**config.mk**
```make
export PLATFORM = sky130hd
export DESIGN_NAME = pclk_divider
export DESIGN_NICKNAME = d
export VERILOG_FILES = /design/src/rtl/pclkdiv_pkg.sv /design/src/rtl/pclkdiv_ctrl.sv /design/src/rtl/pclkdiv_core.sv /design/src/rtl/pclk_divider.sv
export SDC_FILE = /design/constraint.sdc
export NUM_CORES = 1
export LEC_CHECK = 0
export ABC_AREA = 1
export BUFFER_PORTS_ARGS = -buffer_cell sky130_fd_sc_hd__buf_2
export CAP_MARGIN = 20
export CORE_AREA = 2 2 68 70
export CTS_CLUSTER_DIAMETER = 200
export DETAILED_ROUTE_END_ITERATION = 6
export DIE_AREA = 0 0 70 72
export GPL_TIMING_DRIVEN = 0
export PLACE_DENSITY = 0.85
export SETUP_SLACK_MARGIN = 0.5
export SLEW_MARGIN = 0
export SYNTH_ARGS = -nofsm -noshare
export SYNTH_HDL_FRONTEND = slang
export SYNTH_HIERARCHICAL = 1
export SYNTH_SLANG_ARGS = --single-unit
```
**constraint.sdc**
```tcl
create_clock -name clk -period 9.7 [get_ports clk]
set_clock_uncertainty 0.1 [all_clocks]
set_input_delay 1.455 -clock clk [delete_from_list [all_inputs] [get_ports clk]]
set_output_delay 1.455 -clock clk [all_outputs]
set_load 0.01 [all_outputs]
```
**src/rtl/pclkdiv_pkg.sv**
```systemverilog
package pclkdiv_pkg;

  // Strobes and levels passed from the control word to the counter path
  typedef struct packed {
    logic restart;  // one-cycle pulse: start a new period now
    logic halt;     // level: freeze the output low
  } ctrlStb_t;

endpackage

```
**src/rtl/pclkdiv_ctrl.sv**
```systemverilog
module pclkdiv_ctrl #(
  parameter int CODE_W      = 8,
  parameter int REG_W       = 32,
  parameter int RESTART_POS = 29,
  parameter int HALT_POS    = 30,
  parameter int PEND_POS    = 31
) (
  input  logic                   clk,
  input  logic                   rstN,
  input  logic                   wrEn,
  input  logic [REG_W-1:0]       wrData,
  input  logic                   loadStb,
  output pclkdiv_pkg::ctrlStb_t  stb,
  output logic [CODE_W-1:0]      codeVal,
  output logic                   pendFlag,
  output logic [REG_W-1:0]       rdData
);

  logic [CODE_W-1:0] codeReg;
  logic              haltReg;
  logic              restartReg;
  logic              pendReg;
  logic              codeChange;

  assign codeChange = wrEn && (wrData[CODE_W-1:0] != codeReg);

  always_ff @(posedge clk or negedge rstN) begin
    if (!rstN) begin
      codeReg    <= '0;
      haltReg    <= 1'b1;
      restartReg <= 1'b0;
      pendReg    <= 1'b0;
    end else begin
      restartReg <= wrEn & wrData[RESTART_POS];
      if (wrEn) begin
        codeReg <= wrData[CODE_W-1:0];
        haltReg <= wrData[HALT_POS];
      end
      if (codeChange)   pendReg <= 1'b1;
      else if (loadStb) pendReg <= 1'b0;
    end
  end

  always_comb begin
    rdData                = '0;
    rdData[CODE_W-1:0]    = codeReg;
    rdData[HALT_POS]      = haltReg;
    rdData[PEND_POS]      = pendReg;
  end

  assign stb.restart = restartReg;
  assign stb.halt    = haltReg;
  assign codeVal     = codeReg;
  assign pendFlag    = pendReg;

  // a write that changes the code raises the pending flag
  assert_pend_set_R8: assert property (@(posedge clk) disable iff (!rstN)
    codeChange |=> pendFlag);

  // a period start with no competing change clears the flag
  assert_pend_clear_R8: assert property (@(posedge clk) disable iff (!rstN)
    (loadStb && !codeChange) |=> !pendFlag);

  // the restart strobe only follows a write
  assert_restart_pulse_R5: assert property (@(posedge clk) disable iff (!rstN)
    stb.restart |-> $past(wrEn));

endmodule

```
**src/rtl/pclkdiv_core.sv**
```systemverilog
module pclkdiv_core #(
  parameter int CODE_W = 8
) (
  input  logic                  clk,
  input  logic                  rstN,
  input  pclkdiv_pkg::ctrlStb_t stb,
  input  logic [CODE_W-1:0]     codeVal,
  output logic                  loadStb,
  output logic                  divClk
);

  localparam int               CW1  = CODE_W + 1;
  localparam logic [CODE_W-1:0] ONE = {{(CODE_W-1){1'b0}}, 1'b1};

  logic [CODE_W-1:0] cnt;       // position within current period
  logic [CODE_W-1:0] act;       // divide code in use
  logic              divQ;      // registered output for codes >= 1
  logic              frozen;    // output held low by halt
  logic              gateEn;    // passthrough enable, changes on low phase

  logic              holdFrozen;
  logic              startNow;
  logic [CODE_W-1:0] loadCode;
  logic [CODE_W-1:0] cntNext;
  logic [CW1-1:0]    halfLoad;
  logic              qNext;
  logic              freezeNow;

  always_comb begin
    holdFrozen = frozen & stb.halt;
    startNow   = frozen | stb.restart | (cnt == act);
    loadCode   = startNow ? codeVal : act;
    cntNext    = startNow ? '0 : cnt + ONE;
    halfLoad   = ({1'b0, loadCode} + {{CODE_W{1'b0}}, 1'b1}) >> 1;
    qNext      = (loadCode != '0) && ({1'b0, cntNext} < halfLoad);
    freezeNow  = stb.halt & ~qNext;
    loadStb    = ~holdFrozen & ~freezeNow & startNow;
  end

  always_ff @(posedge clk or negedge rstN) begin
    if (!rstN) begin
      cnt    <= '0;
      act    <= '0;
      divQ   <= 1'b0;
      frozen <= 1'b1;
    end else if (holdFrozen) begin
      frozen <= 1'b1;
    end else if (freezeNow) begin
      frozen <= 1'b1;
      cnt    <= '0;
      divQ   <= 1'b0;
    end else begin
      frozen <= 1'b0;
      cnt    <= cntNext;
      act    <= loadCode;
      divQ   <= qNext;
    end
  end

  // Passthrough gate is updated while the input clock is low
  always_ff @(negedge clk or negedge rstN) begin
    if (!rstN) gateEn <= 1'b0;
    else       gateEn <= (act == '0) & ~frozen & ~stb.halt;
  end

  assign divClk = (clk & gateEn) | divQ;

  // the count never passes the terminal value of the active code
  assert_cnt_bound_R1: assert property (@(posedge clk) disable iff (!rstN)
    cnt <= act);

  // every high phase begins at count zero
  assert_rise_at_start_R2: assert property (@(posedge clk) disable iff (!rstN)
    $rose(divQ) |-> (cnt == '0));

  // without restart the active code holds mid-period
  assert_defer_R4: assert property (@(posedge clk) disable iff (!rstN)
    (!frozen && !stb.restart && (cnt != act)) |=> (act == $past(act)));

  // frozen output stays low
  assert_frozen_low_R6: assert property (@(posedge clk) disable iff (!rstN)
    frozen |-> !divQ);

  // release begins a fresh period from zero
  assert_release_R7: assert property (@(posedge clk) disable iff (!rstN)
    (frozen && !stb.halt) |=> (!frozen && (cnt == '0)));

endmodule

```
**src/rtl/pclk_divider.sv**
```systemverilog
module pclk_divider #(
  parameter int CODE_W      = 8,
  parameter int REG_W       = 32,
  parameter int RESTART_POS = 29,
  parameter int HALT_POS    = 30,
  parameter int PEND_POS    = 31
) (
  input  logic             clk,
  input  logic             rstN,
  input  logic             wrEn,
  input  logic [REG_W-1:0] wrData,
  output logic [REG_W-1:0] rdData,
  output logic             divClk,
  output logic             pendFlag
);

  pclkdiv_pkg::ctrlStb_t stb;
  logic [CODE_W-1:0]     codeVal;
  logic                  loadStb;

  pclkdiv_ctrl #(
    .CODE_W(CODE_W), .REG_W(REG_W), .RESTART_POS(RESTART_POS),
    .HALT_POS(HALT_POS), .PEND_POS(PEND_POS)
  ) u_ctrl (
    .clk(clk), .rstN(rstN), .wrEn(wrEn), .wrData(wrData),
    .loadStb(loadStb), .stb(stb), .codeVal(codeVal),
    .pendFlag(pendFlag), .rdData(rdData)
  );

  pclkdiv_core #(.CODE_W(CODE_W)) u_core (
    .clk(clk), .rstN(rstN), .stb(stb), .codeVal(codeVal),
    .loadStb(loadStb), .divClk(divClk)
  );

endmodule

```
==> impl_table.tex, run 1 <==
\begin{tabular}{lr}
\hline
Metric & Value \\
\hline
\multicolumn{2}{l}{\textbf{Status}} \\
\quad Run status & finished clean \\
\multicolumn{2}{l}{\textbf{Worst setup path}} \\
\quad Delay of the slowest cell on the worst path & about 0.38 ns \\
\quad Worst setup SP type & register \\
\quad Arrival time at the worst endpoint & 5.86 ns \\
\quad Critical setup path kind & register to output pin \\
\quad Data required time of the worst path & between 8 and 9 ns \\
\quad Number of buffer and inverter stages on the critical path & 1 \\
\quad CP top delay family & flip-flops \\
\quad Kind of end point of the critical path & output pin \\
\quad Largest fanout on the critical path & 1 \\
\quad Count of cell instances traversed by the critical path & 3 \\
\quad Number of cells traversed by the worst register-to-register path & 3 \\
\quad Most frequent CP cell & sky130\_fd\_sc\_hd\_\_nand2\_1 \\
\quad Slowest library cell on the worst path & sky130\_fd\_sc\_hd\_\_dfrtn\_1 \\
\quad Worst path cell trace & nand2\_1 > nand2\_1 > buf\_2 \\
\multicolumn{2}{l}{\textbf{Synthesis}} \\
\quad Post-synth EDFFs & 0 \\
\quad Most used flip-flop cell after synthesis & sky130\_fd\_sc\_hd\_\_dfrtp\_1 \\
\quad Mapped Area & 2390 sq um \\
\quad Synthesized-area fraction occupied by ao, oa, aoi and oai cells & 4.13\% \\
\quad Synthesis-stage register bit count & 30 \\
\quad Distinct cells, synth & 33 \\
\quad Share of synthesized registers carrying an async set or reset & 100\% \\
\quad Multiplexer area fraction after synthesis & under 10\% \\
\quad Dominant combinational cell family by area after synthesis & simple AND/OR/NAND/NOR gates \\
\quad Portion of the post-synthesis area used by sequential elements & a little under a third \\
\quad Adder-cell area share of the yosys netlist & under 10\% \\
\quad Number of instances in the synthesized netlist & 333 \\
\quad Average size of a mapped cell & between 7 and 8 sq um \\
\quad Count of synthesis-stage warnings from yosys & 6 \\
\quad Post-Synth XOR/XNOR Area & 4.76\% \\
\quad Post-synthesis simple-gate area fraction & a little under a third \\
\multicolumn{2}{l}{\textbf{Routing}} \\
\quad Total number of vias & 2085 \\
\quad Average routed wire per standard cell & roughly 11 um \\
\quad WL final & 4810 um \\
\quad Post-route ant nets & 0 \\
\quad Vias per std cell & 4.74 \\
\quad DRC errors left & 0 \\
\quad Initial DRT Pass Iterations & 4 \\
\quad Violation count after the first detailed-route iteration & 103 \\
\multicolumn{2}{l}{\textbf{Run}} \\
\quad Count of max-cap constraint violations & 0 \\
\multicolumn{2}{l}{\textbf{Power}} \\
\quad Leakage power total & around 0.0016 uW \\
\quad Net switching power figure & 253 uW \\
\quad Power Internal & 368 uW \\
\quad PD cells & 221 nW/um\^{}2 \\
\quad Part of the total power dissipated in sequential elements & 30.7\% \\
\quad Proportion of power drawn by combinational gates & 43.5\% \\
\quad Fraction of power spent switching nets & around two fifths \\
\quad Clock Power Share & $\sim$26\% \\
\quad Highest ir drop seen on vdd & 0.000147 V \\
\multicolumn{2}{l}{\textbf{Die}} \\
\quad Die width & 70 um \\
\quad Number of rows created at floorplan & 24 \\
\quad Floorplan die height & 72 um \\
\quad Count of pins on the block boundary & between 60 and 70 \\
\quad Area of the die & 5040 sq um \\
\quad Floorplan core area & 4260 sq um \\
\quad Initial standard-cell utilization of the core & between 50\% and 60\% \\
\multicolumn{2}{l}{\textbf{Global route}} \\
\quad Initial antenna violation count & 0 \\
\quad Global-route wire length before repair & 8360 um \\
\quad Pin count of the biggest net entering global routing & 31 \\
\quad Total overflow reported by the global router & 0 \\
\quad Met2 routing resource usage after global routing & 39.2\% \\
\quad Routing usage on met3 & 5.56\% \\
\quad Met1 routing resource usage after global routing & 22.5\% \\
\quad Vias in the first global route & 2044 \\
\quad Total global routing track utilization & 21.2\% \\
\quad Most heavily used metal layer in global routing & met2 \\
\multicolumn{2}{l}{\textbf{Layout}} \\
\quad Register area & 753 sq um \\
\quad Most common cell after layout, fill and taps aside & sky130\_fd\_sc\_hd\_\_nand2\_1 \\
\quad Share of post-route cells with drive strength above 1 & 25.5\% \\
\quad Area added between synthesis and finish & 17.3\% \\
\quad Filler Cells Inserted & approximately 350 \\
\quad Antenna diode count & 0 \\
\quad Leading cell types in the layout, fill and taps excluded & sky130\_fd\_sc\_hd\_\_nand2\_1 (123), sky130\_fd\_sc\_hd\_\_inv\_1 (39), sky130\_fd\_sc\_hd\_\_buf\_4 (34) \\
\quad Fin cells & 440 \\
\quad Multi-input gate area in the final layout & 1230 sq um \\
\quad Finished Cell Area & 2810 sq um \\
\quad Net count of the finished layout & about 430 \\
\multicolumn{2}{l}{\textbf{CTS}} \\
\quad Hold\_buf cts & 0 \\
\quad Clock transition at path regs & 0.07 ns \\
\quad Post-CTS Resized & 0 \\
\quad TritonCTS clock tree & built \\
\quad Buffers inserted during post-CTS setup optimization & 0 \\
\quad Clock network latency to the later pin of the worst-skew pair & 0.39 ns \\
\multicolumn{2}{l}{\textbf{STA}} \\
\quad Unrepaired setup endpoints after global routing & false \\
\quad Hold violation count in the final report & 0 \\
\quad Worst-margin pin slew & 0.654 ns \\
\quad Final setup fails & 0 \\
\quad Worst relative slew slack & 56.4\% \\
\quad Final number of max-transition violations & 0 \\
\quad TNS Setup & 0 ns \\
\multicolumn{2}{l}{\textbf{Place}} \\
\quad Post-detailed-placement cell area & around 2700 sq um \\
\quad Number of buffers added on ports & 23 \\
\quad Instance count after placement with tap cells included & 429 \\
\quad DP Wirelength & 3750 um \\
\quad Final weighted congestion in routability-driven placement & 0.937 \\
\multicolumn{2}{l}{\textbf{Worst hold path}} \\
\quad Hold path depth & 2 \\
\quad Class of the tightest hold or removal check & register to register \\
\hline
\end{tabular}
## synthesized netlist by cell type, types with 2 or more instances
library cell,number,area [sq um]
sky130_fd_sc_hd__inv_1,39,146
sky130_fd_sc_hd__nand4_1,2,12.5
sky130_fd_sc_hd__inv_2,5,18.8
sky130_fd_sc_hd__nor2_1,17,63.8
sky130_fd_sc_hd__buf_6,2,22.5
sky130_fd_sc_hd__o21ai_0,2,10.0
sky130_fd_sc_hd__mux2_4,2,30.0
sky130_fd_sc_hd__nand3_1,19,95.1
sky130_fd_sc_hd__nand3_2,2,20.0
sky130_fd_sc_hd__nor3_1,2,10.0
sky130_fd_sc_hd__a21oi_1,4,20.0
sky130_fd_sc_hd__buf_8,2,30.0
sky130_fd_sc_hd__ha_1,10,125
sky130_fd_sc_hd__dfrtp_1,27,676
sky130_fd_sc_hd__mux2_2,3,33.8
sky130_fd_sc_hd__xnor2_1,8,70.1
sky130_fd_sc_hd__dfstp_2,2,52.6
sky130_fd_sc_hd__buf_4,34,255
sky130_fd_sc_hd__nand2_4,5,56.3
sky130_fd_sc_hd__nor2_2,4,25.0
sky130_fd_sc_hd__o21ai_1,4,20.0
sky130_fd_sc_hd__xor2_1,5,43.8
sky130_fd_sc_hd__nand2_1,123,462
## worst register-to-register path, stage by stage, from the launching register on
cell and delay, ns:
sky130_fd_sc_hd__dfstp_2 0.54, sky130_fd_sc_hd__buf_4 0.10, sky130_fd_sc_hd__buf_2 0.23, sky130_fd_sc_hd__nor4_1 0.10
## metal layers
layer  up-vias  share of wire [%]  routed length (um)
li1       1072                  -                   -
met1       949                 42                2030
met2        56                 52                2480
met3         8                5.0                 240
met4         0                1.4                  65
met5         -                  0                   0
## cell families (layout without fill, tap and decap cells)
group | count (synthesis) | after routing
AO/OA/AOI/OAI | 15 | 15
XOR/XNOR | 13 | 13
adder cells (fa/ha/maj) | 10 | 10
buffers and inverters | 84 | 118
flip-flops | 30 | 30
multiplexers | 5 | 5
other | 1 | 22
AND/OR/NAND/NOR | 175 | 175
## area by class of cell
| cell class | count | area share (%) |
|---|---|---|
| timing repair buffer | 22 | 3.93 |
| clock inverter | 3 | 1.61 |
| inverter | 45 | 6.02 |
| sequential | 30 | 26.9 |
| buffer | 39 | 11.2 |
| clock buffer | 9 | 4.10 |
| multi-input combinational | 240 | 44.0 |
| tap | 52 | 2.32 |
## power by group through the flow
stage	Clock (uW)	Sequential, uW	Combinational (uW)
2_1_floorplan	1.25	183	216
3_3_place_gp	2.23	190	258
3_5_place_dp	2.23	192	268
4_1_cts	164	189	270
5_1_grt	169	194	310
6_report	160	190	270
## registers in the layout, indices dropped and copies added, names as in the netlist
register and cells:
u_core/gateEn 1, u_core/act 8, u_ctrl/pendFlag 1, u_core/frozen 1
u_ctrl/codeVal 8, u_core/cnt 8, u_core/divQ 1, u_ctrl/restartReg 1
u_ctrl/haltReg 1
## through the flow
stage	total power, uW	utilization (%)	hold slack (ns)	worst slack [ns]
3_3_place_gp	450	62.1	0.391	2.74
4_1_cts	623	65.8	0.422	2.27
5_1_grt	673	65.8	0.455	2.22
6_report	621	65.8	0.415	2.29
2_1_floorplan	400	-	0.371	2.80
3_5_place_dp	462	62.1	0.399	2.74
## final timing paths
path	startpoint	endpoint	slack, ns
worst max-delay path	u_core/gateEn	divClk	2.29
worst min-delay path	u_ctrl/pendFlag	u_ctrl/pendFlag	0.41
worst max register to register	u_ctrl/haltReg	u_core/gateEn	3.63
worst min register to register	u_ctrl/pendFlag	u_ctrl/pendFlag	0.41
max in group asynchronous	rstN	u_core/gateEn	3.34
min in group asynchronous	rstN	u_core/cnt[6]	0.99
Power figures use the tool's default switching activity.
==> run 2: changes to the inputs <==
CORE_AREA = 2 2 75 77   (was 2 2 68 70)
DIE_AREA = 0 0 77 79   (was 0 0 70 72)
PLACE_DENSITY = 0.74   (was 0.85)
clock period = 6.6 ns   (was 9.7 ns; I/O delays follow)
==> run 2 against run 1 <==
Effect of this change: sequential cell count is the same; combinational power grew 47%; via count fell by 1.9%; die area rose by 21%; hold slack better by 0.0076 ns; clock power is 41% higher.
==> impl_table.tex, run 2 (same netlist as run 1, synthesis figures left out) <==
\begin{tabular}{lr}
\hline
Metric & Value \\
\hline
\multicolumn{2}{l}{\textbf{Die}} \\
\quad Floorplan die height & 79 um (was 72 um) \\
\quad Die width & 77 um (was 70 um) \\
\quad Initial standard-cell utilization of the core & 44.8\% (was 56.1\%) \\
\quad Area of the die & 6080 sq um (was 5040 sq um) \\
\quad Floorplan core area & 5340 sq um (was 4260 sq um) \\
\quad Count of pins on the block boundary & 69 (unchanged) \\
\quad Number of rows created at floorplan & 27 (was 24) \\
\multicolumn{2}{l}{\textbf{Global route}} \\
\quad Global-route wire length before repair & 8520 um (was 8360 um) \\
\quad Initial antenna violation count & 0 (unchanged) \\
\quad Total overflow reported by the global router & 0 (unchanged) \\
\quad Vias in the first global route & 1969 (was 2044) \\
\quad Total global routing track utilization & 18.2\% (was 21.2\%) \\
\quad Pin count of the biggest net entering global routing & 31 (unchanged) \\
\multicolumn{2}{l}{\textbf{Worst setup path}} \\
\quad Number of buffer and inverter stages on the critical path & 1 (unchanged) \\
\quad Worst path cell trace & nand2\_1 > nand2\_1 > buf\_2 (unchanged) \\
\quad Data required time of the worst path & 5.51 ns (was 8.15 ns) \\
\quad Worst setup SP type & register (unchanged) \\
\quad Slowest library cell on the worst path & sky130\_fd\_sc\_hd\_\_dfrtn\_1 (unchanged) \\
\quad Delay of the slowest cell on the worst path & 0.38 ns (about the same) \\
\quad Arrival time at the worst endpoint & 4.30 ns (was 5.86 ns) \\
\quad Kind of end point of the critical path & output pin (unchanged) \\
\quad CP top delay family & flip-flops (unchanged) \\
\quad Critical setup path kind & register to output pin (unchanged) \\
\quad Largest fanout on the critical path & 1 (unchanged) \\
\quad Most frequent CP cell & sky130\_fd\_sc\_hd\_\_nand2\_1 (unchanged) \\
\multicolumn{2}{l}{\textbf{Power}} \\
\quad Leakage power total & 0.00165 uW (was 0.00164 uW) \\
\quad Highest ir drop seen on vdd & 0.000139 V (was 0.000147 V) \\
\quad PD cells & 319 nW/um\^{}2 (was 221 nW/um\^{}2) \\
\multicolumn{2}{l}{\textbf{Worst hold path}} \\
\quad Class of the tightest hold or removal check & register to register (unchanged) \\
\multicolumn{2}{l}{\textbf{Run}} \\
\quad Count of max-cap constraint violations & 0 (unchanged) \\
\multicolumn{2}{l}{\textbf{Routing}} \\
\quad Violation count after the first detailed-route iteration & 86 (was 103) \\
\quad WL final & 5000 um (was 4810 um) \\
\quad Post-route ant nets & 0 (unchanged) \\
\quad Average routed wire per standard cell & 10.9 um (about the same) \\
\quad DRC errors left & 0 (unchanged) \\
\quad Initial DRT Pass Iterations & 4 (unchanged) \\
\quad Total number of vias & 2045 (was 2085) \\
\quad Vias per std cell & 4.45 (was 4.74) \\
\multicolumn{2}{l}{\textbf{Layout}} \\
\quad Antenna diode count & 0 (unchanged) \\
\quad Most common cell after layout, fill and taps aside & sky130\_fd\_sc\_hd\_\_nand2\_1 (unchanged) \\
\quad Share of post-route cells with drive strength above 1 & 25.5\% (unchanged) \\
\quad Filler Cells Inserted & 538 (was 351) \\
\quad Fin cells & 460 (was 440) \\
\quad Leading cell types in the layout, fill and taps excluded & sky130\_fd\_sc\_hd\_\_nand2\_1 (123), sky130\_fd\_sc\_hd\_\_inv\_1 (39), sky130\_fd\_sc\_hd\_\_buf\_4 (34) (unchanged) \\
\quad Area added between synthesis and finish & 18.2\% (was 17.3\%) \\
\quad Net count of the finished layout & 432 (unchanged) \\
\quad Finished Cell Area & 2830 sq um (was 2810 sq um) \\
\multicolumn{2}{l}{\textbf{STA}} \\
\quad Worst-margin pin slew & 0.685 ns (was 0.654 ns) \\
\quad Final number of max-transition violations & 0 (unchanged) \\
\quad Unrepaired setup endpoints after global routing & false (unchanged) \\
\quad Worst relative slew slack & 54.4\% (was 56.4\%) \\
\quad Setup slack after layout & 1.21 ns (was 2.29 ns) \\
\quad Final setup fails & 0 (unchanged) \\
\quad Hold violation count in the final report & 0 (unchanged) \\
\quad TNS Setup & 0 ns (unchanged) \\
\multicolumn{2}{l}{\textbf{Place}} \\
\quad Instance count after placement with tap cells included & 449 (was 429) \\
\quad Final weighted congestion in routability-driven placement & 0.895 (was 0.937) \\
\quad Number of buffers added on ports & 23 (unchanged) \\
\quad Post-detailed-placement cell area & 2680 sq um (was 2650 sq um) \\
\quad DP Wirelength & 3850 um (was 3750 um) \\
\quad Worst Setup Slack post-DPL & 1.65 ns (was 2.74 ns) \\
\multicolumn{2}{l}{\textbf{CTS}} \\
\quad Clock network latency to the later pin of the worst-skew pair & 0.39 ns (about the same) \\
\quad TritonCTS clock tree & built (unchanged) \\
\quad Post-CTS Resized & 0 (unchanged) \\
\quad Buffers inserted during post-CTS setup optimization & 0 (unchanged) \\
\quad Hold\_buf cts & 0 (unchanged) \\
\quad Clock transition at path regs & 0.07 ns (about the same) \\
\multicolumn{2}{l}{\textbf{Status}} \\
\quad Run status & finished clean (unchanged) \\
\hline
\end{tabular}
==> run 2: cell types whose count changed in the layout (fill, tap and decap cells not counted) <==
cell                         previous run  this run
sky130_fd_sc_hd__bufinv_16              1         0
sky130_fd_sc_hd__clkinvlp_4             2         0
sky130_fd_sc_hd__clkbuf_8               8        11
==> run 2: area by class of cell <==
cell class	count	area, sq um	area share, %
buffer	39	313	11.1
clock buffer	12	156	5.53
inverter	45	169	5.98
multi-input combinational	240	1230	43.7
sequential	30	753	26.6
tap	72	90.1	3.19
timing repair buffer	22	110	3.90
==> run 2: metal layers <==
layer / routed length [um] / track usage (%) / up-vias
met4: 163 / 11.8 / 0
met2: 2420 / 30.7 / 60
met1: 2150 / 20.0 / 906
li1: - / - / 1065
met3: 267 / 5.23 / 14
met5: 0 / 0 / -
==> run 2: worst min-delay path, stage by stage (launching register included) <==
cell                      delay, ns
sky130_fd_sc_hd__dfrtp_1       0.37
sky130_fd_sc_hd__nand2_1       0.06
sky130_fd_sc_hd__nand2_1       0.06
==> run 2: metrics by stage <==
stage               total power [uW]  hold slack (ns)  util, %
global placement                 665            0.389     50.1
finish                           901            0.423     53.0
floorplan                        588            0.371        -
detailed placement               678            0.407     50.1
CTS                              909            0.424     53.0
global route                     986            0.475     53.0
==> run 2: power by group <==
group | switching, uW | internal, uW
clock network | 79.9 | 145
logic | 238 | 158
registers | 49.0 | 230
==> run 2: final timing paths <==
path	startpoint	end	slack, ns	cells past startpoint
max	u_core/gateEn	divClk	1.21	3
min	u_core/cnt[7]	u_core/cnt[7]	0.42	2
max reg2reg	u_ctrl/haltReg	u_core/gateEn	2.08	3
min reg2reg	u_core/cnt[7]	u_core/cnt[7]	0.42	2
max in group asynchronous	rstN	u_core/gateEn	2.23	1
min in group asynchronous	rstN	u_core/act[4]	0.54	1
==> run 3: changes to the inputs <==
ABC_AREA = 0   (was 1)
CORE_AREA = 2 2 71 73   (was 2 2 75 77)
DIE_AREA = 0 0 73 75   (was 0 0 77 79)
PLACE_DENSITY = 0.78   (was 0.74)
clock period = 5.4 ns   (was 6.6 ns; I/O delays follow)
==> run 3 against run 2 <==
Effect of this change: register-to-register slack got worse by 1.2 ns; die area decreased by 10%; total power increased by 46%; area after synthesis decreased by 1.4%; critical path type unchanged; largest power group unchanged; highest routed layer unchanged.
==> impl_table.tex, run 3 <==
\begin{tabular}{lr}
\hline
Metric & Value \\
\hline
\multicolumn{2}{l}{\textbf{Status}} \\
\quad Run status & finished clean (unchanged) \\
\multicolumn{2}{l}{\textbf{Global route}} \\
\quad Met1 routing resource usage after global routing & 25.7\% (was 20.0\%) \\
\quad Pin count of the biggest net entering global routing & 31 (unchanged) \\
\quad Routing usage on met3 & 5.89\% (was 5.23\%) \\
\quad Most heavily used metal layer in global routing & met2 (unchanged) \\
\quad Total global routing track utilization & 20.8\% (was 18.2\%) \\
\quad Initial antenna violation count & 0 (unchanged) \\
\quad Total overflow reported by the global router & 0 (unchanged) \\
\quad Vias in the first global route & 1731 (was 1969) \\
\quad Global-route wire length before repair & 8310 um (was 8520 um) \\
\quad Met2 routing resource usage after global routing & 32.8\% (was 30.7\%) \\
\multicolumn{2}{l}{\textbf{Die}} \\
\quad Area of the die & 5480 sq um (was 6080 sq um) \\
\quad Number of rows created at floorplan & 25 (was 27) \\
\quad Count of pins on the block boundary & 69 (unchanged) \\
\quad Die width & 73 um (was 77 um) \\
\quad Floorplan die height & 75 um (was 79 um) \\
\quad Floorplan core area & 4660 sq um (was 5340 sq um) \\
\quad Initial standard-cell utilization of the core & 50.6\% (was 44.8\%) \\
\multicolumn{2}{l}{\textbf{CTS}} \\
\quad Clock network latency to the later pin of the worst-skew pair & 0.40 ns (was 0.39 ns) \\
\quad TritonCTS clock tree & built (unchanged) \\
\quad Clock transition at path regs & 0.07 ns (about the same) \\
\multicolumn{2}{l}{\textbf{Power}} \\
\quad Leakage power total & 0.00135 uW (was 0.00165 uW) \\
\quad Highest ir drop seen on vdd & 0.000207 V (was 0.000139 V) \\
\quad Total Power & 1320 uW (was 901 uW) \\
\quad PD cells & 468 nW/um\^{}2 (was 319 nW/um\^{}2) \\
\multicolumn{2}{l}{\textbf{Routing}} \\
\quad DRC errors left & 0 (unchanged) \\
\quad Total number of vias & 1806 (was 2045) \\
\quad Violation count after the first detailed-route iteration & 103 (was 86) \\
\quad Average routed wire per standard cell & 14.5 um (was 10.9 um) \\
\quad Initial DRT Pass Iterations & 4 (unchanged) \\
\quad WL final & 5010 um (was 5000 um) \\
\quad Post-route ant nets & 0 (unchanged) \\
\quad Vias per std cell & 5.22 (was 4.45) \\
\multicolumn{2}{l}{\textbf{STA}} \\
\quad Setup slack after layout & 0.776 ns (was 1.21 ns) \\
\quad Hold violation count in the final report & 0 (unchanged) \\
\quad Final setup fails & 0 (unchanged) \\
\quad Worst relative slew slack & 56.1\% (was 54.4\%) \\
\quad Unrepaired setup endpoints after global routing & false (unchanged) \\
\quad Final number of max-transition violations & 0 (unchanged) \\
\quad TNS Setup & 0 ns (unchanged) \\
\quad Worst-margin pin slew & 0.659 ns (was 0.685 ns) \\
\multicolumn{2}{l}{\textbf{Worst hold path}} \\
\quad Class of the tightest hold or removal check & input port to async pin (was register to register) \\
\multicolumn{2}{l}{\textbf{Layout}} \\
\quad Leading cell types in the layout, fill and taps excluded & sky130\_fd\_sc\_hd\_\_buf\_4 (35), sky130\_fd\_sc\_hd\_\_dfrtp\_1 (27), sky130\_fd\_sc\_hd\_\_xnor2\_1 (25) (was sky130\_fd\_sc\_hd\_\_nand2\_1 (123), sky130\_fd\_sc\_hd\_\_inv\_1 (39), sky130\_fd\_sc\_hd\_\_buf\_4 (34)) \\
\quad Share of post-route cells with drive strength above 1 & 33.6\% (was 25.5\%) \\
\quad Net count of the finished layout & 336 (was 432) \\
\quad End-of-flow core utilization & 60.4\% (was 53.0\%) \\
\quad Area added between synthesis and finish & 19.5\% (was 18.2\%) \\
\quad Most common cell after layout, fill and taps aside & sky130\_fd\_sc\_hd\_\_buf\_4 (was sky130\_fd\_sc\_hd\_\_nand2\_1) \\
\quad Filler Cells Inserted & 408 (was 538) \\
\quad Antenna diode count & 0 (unchanged) \\
\multicolumn{2}{l}{\textbf{Synthesis}} \\
\quad Fraction of post-synthesis cell area in the top cell type by area & 28.7\% (was 28.3\%) \\
\quad Post-synth EDFFs & 0 (unchanged) \\
\quad Average size of a mapped cell & 9.99 sq um (was 7.18 sq um) \\
\quad Count of synthesis-stage warnings from yosys & 6 (unchanged) \\
\quad Area leader, netlist & sky130\_fd\_sc\_hd\_\_dfrtp\_1 (unchanged) \\
\quad Synthesis-stage register bit count & 30 (unchanged) \\
\quad Dominant cell by count in the synthesized netlist & sky130\_fd\_sc\_hd\_\_buf\_4 (was sky130\_fd\_sc\_hd\_\_nand2\_1) \\
\quad Portion of the post-synthesis area used by sequential elements & 32.0\% (was 31.5\%) \\
\quad Top cells by area in the synthesized netlist & sky130\_fd\_sc\_hd\_\_dfrtp\_1 (29\%), sky130\_fd\_sc\_hd\_\_buf\_4 (11\%), sky130\_fd\_sc\_hd\_\_mux2\_4 (10\%) (was sky130\_fd\_sc\_hd\_\_dfrtp\_1 (28\%), sky130\_fd\_sc\_hd\_\_nand2\_1 (19\%), sky130\_fd\_sc\_hd\_\_buf\_4 (11\%)) \\
\quad Most used flip-flop cell after synthesis & sky130\_fd\_sc\_hd\_\_dfrtp\_1 (unchanged) \\
\quad Share of synthesized registers carrying an async set or reset & 100\% (unchanged) \\
\quad Distinct cells, synth & 43 (was 33) \\
\quad Top cell types by occurrence after synthesis & sky130\_fd\_sc\_hd\_\_buf\_4 (35), sky130\_fd\_sc\_hd\_\_dfrtp\_1 (27), sky130\_fd\_sc\_hd\_\_xnor2\_1 (25), sky130\_fd\_sc\_hd\_\_mux2\_4 (16), sky130\_fd\_sc\_hd\_\_nor2\_1 (14) (was sky130\_fd\_sc\_hd\_\_nand2\_1 (123), sky130\_fd\_sc\_hd\_\_inv\_1 (39), sky130\_fd\_sc\_hd\_\_buf\_4 (34), sky130\_fd\_sc\_hd\_\_dfrtp\_1 (27), sky130\_fd\_sc\_hd\_\_nand3\_1 (19)) \\
\quad Number of instances in the synthesized netlist & 236 (was 333) \\
\quad Mapped Area & 2360 sq um (was 2390 sq um) \\
\multicolumn{2}{l}{\textbf{Place}} \\
\quad Number of buffers added on ports & 24 (was 23) \\
\quad Worst Setup Slack post-DPL & 0.786 ns (was 1.65 ns) \\
\quad DP Wirelength & 3670 um (was 3850 um) \\
\quad Final weighted congestion in routability-driven placement & 0.812 (was 0.895) \\
\multicolumn{2}{l}{\textbf{Worst setup path}} \\
\quad Kind of end point of the critical path & output pin (unchanged) \\
\quad Arrival time at the worst endpoint & 3.71 ns (was 4.30 ns) \\
\quad Delay of the slowest cell on the worst path & 0.33 ns (was 0.38 ns) \\
\quad Worst path cell trace & a21o\_1 > buf\_2 (was nand2\_1 > nand2\_1 > buf\_2) \\
\quad Data required time of the worst path & 4.49 ns (was 5.51 ns) \\
\quad Slowest library cell on the worst path & sky130\_fd\_sc\_hd\_\_dfrtn\_1 (unchanged) \\
\quad Worst setup SP type & register (unchanged) \\
\quad Largest fanout on the critical path & 1 (unchanged) \\
\quad Critical setup path kind & register to output pin (unchanged) \\
\multicolumn{2}{l}{\textbf{Run}} \\
\quad Count of max-cap constraint violations & 0 (unchanged) \\
\hline
\end{tabular}
run 3: cell count changes after synthesis, sizes merged, moves of 7 or more:
cell | previous run | this run
nand2 | 128 | 12
mux2 | 5 | 18
and3 | 0 | 10
o31ai | 0 | 8
inv | 44 | 6
nor2 | 21 | 14
nand3 | 21 | 12
xnor2 | 8 | 26
run 3: what timing repair did:
action                                  4_1_cts  5_1_grt
hold buffers                                  0        0
resized for setup                             0        2
buffers inserted                              0        0
endpoints found under the setup margin        0       16
run 3: cell families after synthesis:
kind of cell             after synthesis  synth area share (%)
other                                  1                 0.159
multiplexers                          21                  12.4
flip-flops                            30                  32.0
XOR/XNOR                              33                  12.6
adder cells (fa/ha/maj)               10                  5.31
AND/OR/NAND/NOR                       64                  14.0
buffers and inverters                 47                  14.0
AO/OA/AOI/OAI                         30                  9.61
run 3: metrics by stage:
| stage | area (sq um) | cells | hold slack (ns) |
|---|---|---|---|
| floorplan | 2440 | 257 | 0.368 |
| global placement | 2620 | 335 | 0.382 |
| detailed placement | 2620 | 335 | 0.393 |
| CTS | 2810 | 346 | 0.357 |
| global route | 2820 | 346 | 0.401 |
| finish | 2820 | 346 | 0.339 |
run 3: final cells by class:
class	count	area (sq um)	share of cell area [%]
buffer	41	308	10.9
clock buffer	10	129	4.58
clock inverter	2	60.1	2.13
inverter	6	22.5	0.800
multi-input combinational	180	1360	48.3
sequential	30	753	26.7
tap	54	67.6	2.40
timing repair buffer	23	115	4.09
run 3: metal layers:
layer	vias to the layer above	share of wire, %
met1	844	43
met2	65	49
met4	0	1.2
met3	8	6.6
li1	889	-
met5	-	0
run 3: critical path: cells and delay by family (launching register included):
kind                   cells  cell delay, ns
buffers and inverters      1            0.13
AOI/OAI and AO/OA          1            0.14
DFF                        1            0.33
run 3: path summary, 6_finish.rpt:
check                      slack [ns]     startpoint  depth (start not counted)             to
max                              0.78  u_core/gateEn                          2         divClk
min                              0.34           rstN                          1  u_core/cnt[1]
max reg2reg                      0.84  u_core/act[2]                         15  u_core/act[5]
min reg2reg                      0.41    u_core/divQ                          1    u_core/divQ
max in group asynchronous        1.85           rstN                          1  u_core/gateEn
min in group clk                 0.41    u_core/divQ                          1    u_core/divQ
run 3: power breakdown:
group	internal, uW	switching [uW]	total (uW)
Sequential	285	93.5	378
Combinational	290	300	589
Clock	245	104	349
Total	820	498	1320
